## src/rtl/srr_pkg.sv

```systemverilog
package srr_pkg;
  typedef enum logic [2:0] {
    SQ_IDLE, SQ_OPEN_HI, SQ_OPEN_LO, SQ_HDR, SQ_RD, SQ_HOLD, SQ_CLOSE_LO, SQ_CLOSE_HI
  } seq_state_t;

  typedef enum logic [1:0] {
    BE_IDLE, BE_SETUP, BE_HIGH, BE_LOW
  } bit_state_t;

  localparam logic [7:0] ROM_READ_OP = 8'h03;
endpackage

```

## src/rtl/srr_phase_timer.sv

```systemverilog
module srr_phase_timer #(
  parameter int PH_CYC = 4
) (
  input  logic clk,
  input  logic rst,
  input  logic clr,
  output logic expired
);
  localparam int TW = (PH_CYC < 2) ? 1 : $clog2(PH_CYC + 1);
  localparam logic [TW-1:0] LAST = TW'(PH_CYC - 1);

  logic [TW-1:0] cnt;

  always_ff @(posedge clk) begin
    if (rst || clr) cnt <= '0;
    else if (cnt != LAST) cnt <= cnt + 1'b1;
  end

  assign expired = (cnt == LAST);
endmodule

```

## src/rtl/srr_byte_engine.sv

```systemverilog
module srr_byte_engine
  import srr_pkg::*;
#(
  parameter int PH_CYC = 4
) (
  input  logic       clk,
  input  logic       rst,
  input  logic       go,
  input  logic       dir_out,
  input  logic [7:0] tx_byte,
  input  logic       miso,
  output logic       sck,
  output logic       mosi,
  output logic [7:0] rx_byte,
  output logic       fin
);
  bit_state_t st;
  logic [7:0] shreg;
  logic [2:0] nbit;
  logic       is_out;
  logic       t_exp;
  logic       t_clr;

  // restart the phase timer whenever the engine changes phase
  assign t_clr = (st == BE_IDLE) || t_exp;

  srr_phase_timer #(.PH_CYC(PH_CYC)) u_tmr (
    .clk(clk), .rst(rst), .clr(t_clr), .expired(t_exp)
  );

  always_ff @(posedge clk) begin
    if (rst) begin
      st     <= BE_IDLE;
      shreg  <= '0;
      nbit   <= '0;
      is_out <= 1'b0;
      sck    <= 1'b0;
      mosi   <= 1'b0;
      fin    <= 1'b0;
    end else begin
      fin <= 1'b0;
      case (st)
        BE_IDLE: if (go) begin
          nbit   <= '0;
          is_out <= dir_out;
          if (dir_out) begin
            shreg <= tx_byte;
            mosi  <= tx_byte[7];
            st    <= BE_SETUP;
          end else begin
            shreg <= '0;
            sck   <= 1'b1;
            st    <= BE_HIGH;
          end
        end
        BE_SETUP: if (t_exp) begin
          sck <= 1'b1;
          st  <= BE_HIGH;
        end
        BE_HIGH: if (t_exp) begin
          sck <= 1'b0;
          st  <= BE_LOW;
          if (!is_out) shreg <= {shreg[6:0], miso};
        end
        BE_LOW: if (t_exp) begin
          nbit <= nbit + 1'b1;
          if (nbit == 3'd7) begin
            fin <= 1'b1;
            st  <= BE_IDLE;
          end else if (is_out) begin
            shreg <= {shreg[6:0], 1'b0};
            mosi  <= shreg[6];
            st    <= BE_SETUP;
          end else begin
            sck <= 1'b1;
            st  <= BE_HIGH;
          end
        end
        default: st <= BE_IDLE;
      endcase
    end
  end

  assign rx_byte = shreg;
endmodule

```

## src/rtl/serial_rom_reader.sv

```systemverilog
module serial_rom_reader
  import srr_pkg::*;
#(
  parameter int PH_CYC = 4,
  parameter int CNT_W  = 8
) (
  input  logic             clk,
  input  logic             rst,
  input  logic             start_i,
  input  logic [15:0]      offset_i,
  input  logic [CNT_W-1:0] count_i,
  output logic             busy_o,
  output logic             done_o,
  output logic             rom_acc_hi_o,
  output logic             rom_acc_lo_o,
  output logic             rom_sck_o,
  output logic             rom_mosi_o,
  input  logic             rom_miso_i,
  output logic             byte_valid_o,
  output logic [7:0]       byte_data_o,
  input  logic             byte_ready_i
);
  localparam logic [CNT_W-1:0] ONE = CNT_W'(1);

  seq_state_t       st;
  logic [15:0]      off_q;
  logic [CNT_W-1:0] remain;
  logic [1:0]       hdr_idx;
  logic             eng_go;
  logic             eng_dir;
  logic [7:0]       eng_tx;
  logic [7:0]       eng_rx;
  logic             eng_fin;
  logic             t_exp;
  logic             t_clr;
  logic             timed;

  assign timed = (st == SQ_OPEN_HI) || (st == SQ_OPEN_LO) ||
                 (st == SQ_CLOSE_LO) || (st == SQ_CLOSE_HI);
  assign t_clr = !timed || t_exp;

  srr_phase_timer #(.PH_CYC(PH_CYC)) u_acc_tmr (
    .clk(clk), .rst(rst), .clr(t_clr), .expired(t_exp)
  );

  srr_byte_engine #(.PH_CYC(PH_CYC)) u_engine (
    .clk(clk), .rst(rst), .go(eng_go), .dir_out(eng_dir), .tx_byte(eng_tx),
    .miso(rom_miso_i), .sck(rom_sck_o), .mosi(rom_mosi_o),
    .rx_byte(eng_rx), .fin(eng_fin)
  );

  always_ff @(posedge clk) begin
    if (rst) begin
      st           <= SQ_IDLE;
      off_q        <= '0;
      remain       <= '0;
      hdr_idx      <= '0;
      eng_go       <= 1'b0;
      eng_dir      <= 1'b0;
      eng_tx       <= '0;
      busy_o       <= 1'b0;
      done_o       <= 1'b0;
      rom_acc_hi_o <= 1'b0;
      rom_acc_lo_o <= 1'b1;
      byte_valid_o <= 1'b0;
      byte_data_o  <= '0;
    end else begin
      done_o <= 1'b0;
      eng_go <= 1'b0;
      case (st)
        SQ_IDLE: if (start_i) begin
          busy_o       <= 1'b1;
          rom_acc_hi_o <= 1'b1;
          off_q        <= offset_i;
          remain       <= count_i;
          st           <= SQ_OPEN_HI;
        end
        SQ_OPEN_HI: if (t_exp) begin
          rom_acc_lo_o <= 1'b0;
          st           <= SQ_OPEN_LO;
        end
        SQ_OPEN_LO: if (t_exp) begin
          eng_go  <= 1'b1;
          eng_dir <= 1'b1;
          eng_tx  <= ROM_READ_OP;
          hdr_idx <= '0;
          st      <= SQ_HDR;
        end
        SQ_HDR: if (eng_fin) begin
          if (hdr_idx == 2'd2) begin
            if (remain == '0) begin
              rom_acc_lo_o <= 1'b1;
              st           <= SQ_CLOSE_LO;
            end else begin
              eng_go  <= 1'b1;
              eng_dir <= 1'b0;
              st      <= SQ_RD;
            end
          end else begin
            hdr_idx <= hdr_idx + 1'b1;
            eng_go  <= 1'b1;
            eng_tx  <= (hdr_idx == 2'd0) ? off_q[15:8] : off_q[7:0];
          end
        end
        SQ_RD: if (eng_fin) begin
          byte_valid_o <= 1'b1;
          byte_data_o  <= eng_rx;
          st           <= SQ_HOLD;
        end
        SQ_HOLD: if (byte_ready_i) begin
          byte_valid_o <= 1'b0;
          remain       <= remain - 1'b1;
          if (remain == ONE) begin
            rom_acc_lo_o <= 1'b1;
            st           <= SQ_CLOSE_LO;
          end else begin
            eng_go <= 1'b1;
            st     <= SQ_RD;
          end
        end
        SQ_CLOSE_LO: if (t_exp) begin
          rom_acc_hi_o <= 1'b0;
          st           <= SQ_CLOSE_HI;
        end
        SQ_CLOSE_HI: if (t_exp) begin
          busy_o <= 1'b0;
          done_o <= 1'b1;
          st     <= SQ_IDLE;
        end
        default: st <= SQ_IDLE;
      endcase
    end
  end
endmodule

```

## config.mk

```make
export PLATFORM = sky130hd
export DESIGN_NAME = serial_rom_reader
export DESIGN_NICKNAME = d
export VERILOG_FILES = /design/src/rtl/srr_pkg.sv /design/src/rtl/srr_phase_timer.sv /design/src/rtl/srr_byte_engine.sv /design/src/rtl/serial_rom_reader.sv
export SDC_FILE = /design/constraint.sdc
export NUM_CORES = 1
export LEC_CHECK = 0
export BUFFER_PORTS_ARGS = -buffer_cell sky130_fd_sc_hd__buf_2
export CAP_MARGIN = 20
export CORE_MARGIN = 2
export CORE_UTILIZATION = 52
export DETAILED_ROUTE_END_ITERATION = 10
export PLACE_DENSITY = 0.78
export SYNTH_ARGS = -nofsm -noshare
export SYNTH_HDL_FRONTEND = slang
export SYNTH_SLANG_ARGS = --single-unit
export TNS_END_PERCENT = 30
```

## constraint.sdc

```tcl
create_clock -name clk -period 1.4 [get_ports clk]
set_input_delay 0.28 -clock clk [delete_from_list [all_inputs] [get_ports clk]]
set_output_delay 0.28 -clock clk [all_outputs]
set_load 0.1 [all_outputs]
```

==> impl_metrics.csv <==
group,metric,value,unit
global_route,grt_start_max_net_pins,30,
setup_path,critical_path_peak_fanout,4,
route,drt_drc_violations_left,0,
logic_synthesis,post_syn_area,3660,µm²
sta,timing.final.hold_violations,0,
global_route,final_global_route_overflow_total,0,
logic_synthesis,syn_area_per_cell,8.43,µm²
global_route,grt_pass1_wl,15700,µm
logic_synthesis,synth.net_count,474,
clock_tree,htreeDepth,3,
logic_synthesis,yosysWarningCount,0,
sta,clock.fmax,621,MHz
power_and_ir_drop,finalPower,5.57,mW
route,vias_per_cell,5.59,
sta,period_needed,1610,ps
final_layout,fin_area,5000,µm²
final_layout,n_antenna_cell,0,
power_and_ir_drop,power_leakage,1.93,nW
logic_synthesis,ys_seq_area_share,41.0,%
route,route.antenna.remaining_nets,0,
logic_synthesis,number_of_enable_type_register_cells_in_the_synthesized_netlist,0,
setup_path,regToRegSetupSlack,-210,ps
setup_path,endpoint_kind,"flop",
logic_synthesis,synth_top_cells_by_area,"dfxtp_1 (41%), nand2_1 (7.4%), a21oi_1 (6.0%)",
final_layout,number_of_fill_cells_in_the_layout,501,
setup_path,worstRegToRegCells,6,
setup_path,critical_path_startpoint_category,"flop",
route,detailedRoute.firstIterationViolations,260,
clock_tree,clk-insertion-delay-late,350,ps
setup_path,worst_ep_arrival_time,1850,ps
die,chipHeight,87.9,µm
clock_tree,deepest_clock_path_buffer_count,2,
place,io_buffers,43,
final_layout,fin_nets,565,
logic_synthesis,synth_largest_area_cell,"dfxtp_1",
logic_synthesis,ys_ff_latch,75,
clock_tree,cts.reportedPaths.clkPinSlew,80,ps
logic_synthesis,synth_flop_cell,"dfxtp_1",
final_layout,syn_to_final_growth,36.6,%
route,route.detailed.wl_per_inst,15.0,µm
clock_tree,cts_made_buffers,9,
die,placementRows,30,
clock_tree,clockRootBuffer,"clkbuf_8",
setup_path,worst_setup_path_startpoint,"remain[0]",
die,placeableCoreArea,6790,µm²
place,post_dp_cell_area,4460,µm²
run,timing.max_cap.violations,0,
sta,max_slew.worst_pin.slew,484,ps
status,outcome,"finished with violations",
global_route,grtUsageTotal,25.9,%
power_and_ir_drop,power.density,1110,nW/µm²
die,i_o_pin_total,44,
die,die_x,87.9,µm
logic_synthesis,post-synth-top-area-fraction,41.0,%
sta,slew_viol_final,0,
sta,period_share,115,%
logic_synthesis,synth-async-reset-ratio,0,%
global_route,grt_pass1_vias,3350,
status,failed_checks,"setup timing",
clock_tree,clock_sinks,75,
logic_synthesis,synthCells,434,
sta,timing.final.setup_violations,48,
final_layout,share_of_layout_cells_above_drive_strength_1,38.6,%
place,dp_hpwl,6280,µm
setup_path,crit_required,1640,ps
route,routed-via-count,3495,
place,dpl_ws,-182,ps
worst_hold_path,timing.hold.worst.class,"in -> reg",
setup_path,endpoint,"st[1]",
route,finalWirelength,9360,µm
die,design.die.area,7720,µm²
sta,unrepaired_setup_endpoints_after_global_routing,"yes",
clock_tree,tritoncts_clock_tree,"yes",
place,finalWeightedCongestion,0.946,
power_and_ir_drop,irDropWorstVdd,859,µV
setup_path,path_class,"reg -> reg",
route,firstDrtPassIters,4,
place,dp.cells,604,
sta,finClkSkew,8.56,ps
logic_synthesis,ys_types,60,
setup_path,rr_startpoint,"remain[0]",
sta,finalHoldWorstSlack,161,ps
setup_path,crit-reg2reg-capture,"st[1]",
die,initial_core_util,53.9,%
global_route,grt_antenna_before_repair,0,
sta,final.setup.worst_slack,-209,ps
final_layout,fin_cells,625,
sta,max-slew-margin-rel,68.0,%
## cells in the mapped netlist (3+ instances only)
cell,n
a21oi_2,5
nor3_1,17
a21o_1,4
dfxtp_1,75
nand3b_1,7
a222oi_1,3
nand3_1,12
a21oi_1,44
and3_1,3
clkbuf_1,12
mux2i_1,16
buf_2,11
nand2_1,72
a22oi_1,3
ha_1,11
o21ai_0,9
nand4_1,3
nand2b_1,6
buf_4,4
nor3b_1,4
nor2b_1,4
a311oi_1,8
a211oi_2,3
nor2_1,43
inv_1,12
## registers in the layout, summed over array words and instances, names as in the netlist, 2 cells and up
register,flops
hdr_idx,2
remain,8
u_engine.u_tmr.cnt,3
byte_data_o,8
eng_tx,8
st,3
u_engine.st,2
u_engine.rx_byte,8
off_q,16
u_acc_tmr.cnt,3
u_engine.nbit,3
## report_power, final
group	leakage [nW]	internal (mW)	total [mW]	switching (mW)
sequential	0.614	2.26	2.35	0.0979
clock	0.102	1.04	1.86	0.813
combinational	1.21	0.617	1.36	0.744
total	1.93	3.92	5.57	1.65
## worst max-delay path: stages (launching register included)
cell,delay (ps)
dfxtp_2,340
inv_2,80
ha_4,130
nor4b_4,290
a21oi_1,120
a211o_1,250
a2111oi_2,300
## cells in the final DEF (no fill, tap or decap), drive strengths merged, types with 10 or more instances in the layout
cell and instances:
dfxtp 75, nor3 18, a21oi 49, clkbuf 19, mux2i 16, nor2 43
o21ai 10, inv 12, buf 101, nand2 73, ha 11, nand3 13
## worst min-delay path by stage
| stage | start | end | slack (ps) | cells past startpoint |
|---|---|---|---|---|
| CTS | offset_i[3] | off_q[3] | 150 | 3 |
| floorplan | u_acc_tmr.cnt[0] | u_acc_tmr.cnt[0] | 400 | 1 |
| finish | offset_i[6] | off_q[6] | 160 | 3 |
| global placement | u_acc_tmr.cnt[0] | u_acc_tmr.cnt[0] | 410 | 1 |
| global route | offset_i[3] | off_q[3] | 150 | 3 |
| detailed placement | u_acc_tmr.cnt[0] | u_acc_tmr.cnt[0] | 420 | 1 |
## timing repair
action / in CTS / in global routing
hold buffers: 0 / 0
endpoints found under the setup margin: 54 / 72
pin swaps: 14 / 14
setup buffers: 4 / 2
resized for setup: 44 / 33
## area by class of cell
type                       count  area [µm²]  area share, %
clock buffer                  11         141           2.83
clock inverter                 4        75.1           1.50
inverter                      12        45.0          0.901
multi-input combinational    318        2270           45.4
sequential                    75        1510           30.3
tap                           96         120           2.40
timing repair buffer         109         836           16.7
## stage by stage
| stage | setup TNS (ps) | utilization (%) |
|---|---|---|
| 6_report | -4390 | 73.6 |
| 5_1_grt | -7980 | 73.6 |
| 4_1_cts | -3520 | 71.6 |
| 3_5_place_dp | -4460 | 65.7 |
| 3_3_place_gp | -3110 | 65.7 |
| 2_1_floorplan | -255 | - |
## metal layers
metal | part of all wire [%] | track usage (%) | vias up
li1 | - | - | 1713
met1 | 45 | 33.2 | 1635
met2 | 48 | 42.9 | 124
met3 | 4.9 | 5.37 | 23
met4 | 2.5 | 10.3 | 0
met5 | 0 | 0 | -
## kinds of logic after synthesis
kind of cell	count (synthesis)	share of synthesized area, %
AND/OR/NAND/NOR	187	26.2
AO/OA/AOI/OAI	101	18.6
flip-flops	75	41.0
buffers and inverters	41	5.23
multiplexers	18	4.99
adder cells (fa/ha/maj)	11	3.76
XOR/XNOR	1	0.239
No activity file was read; power rests on OpenSTA's default activity.
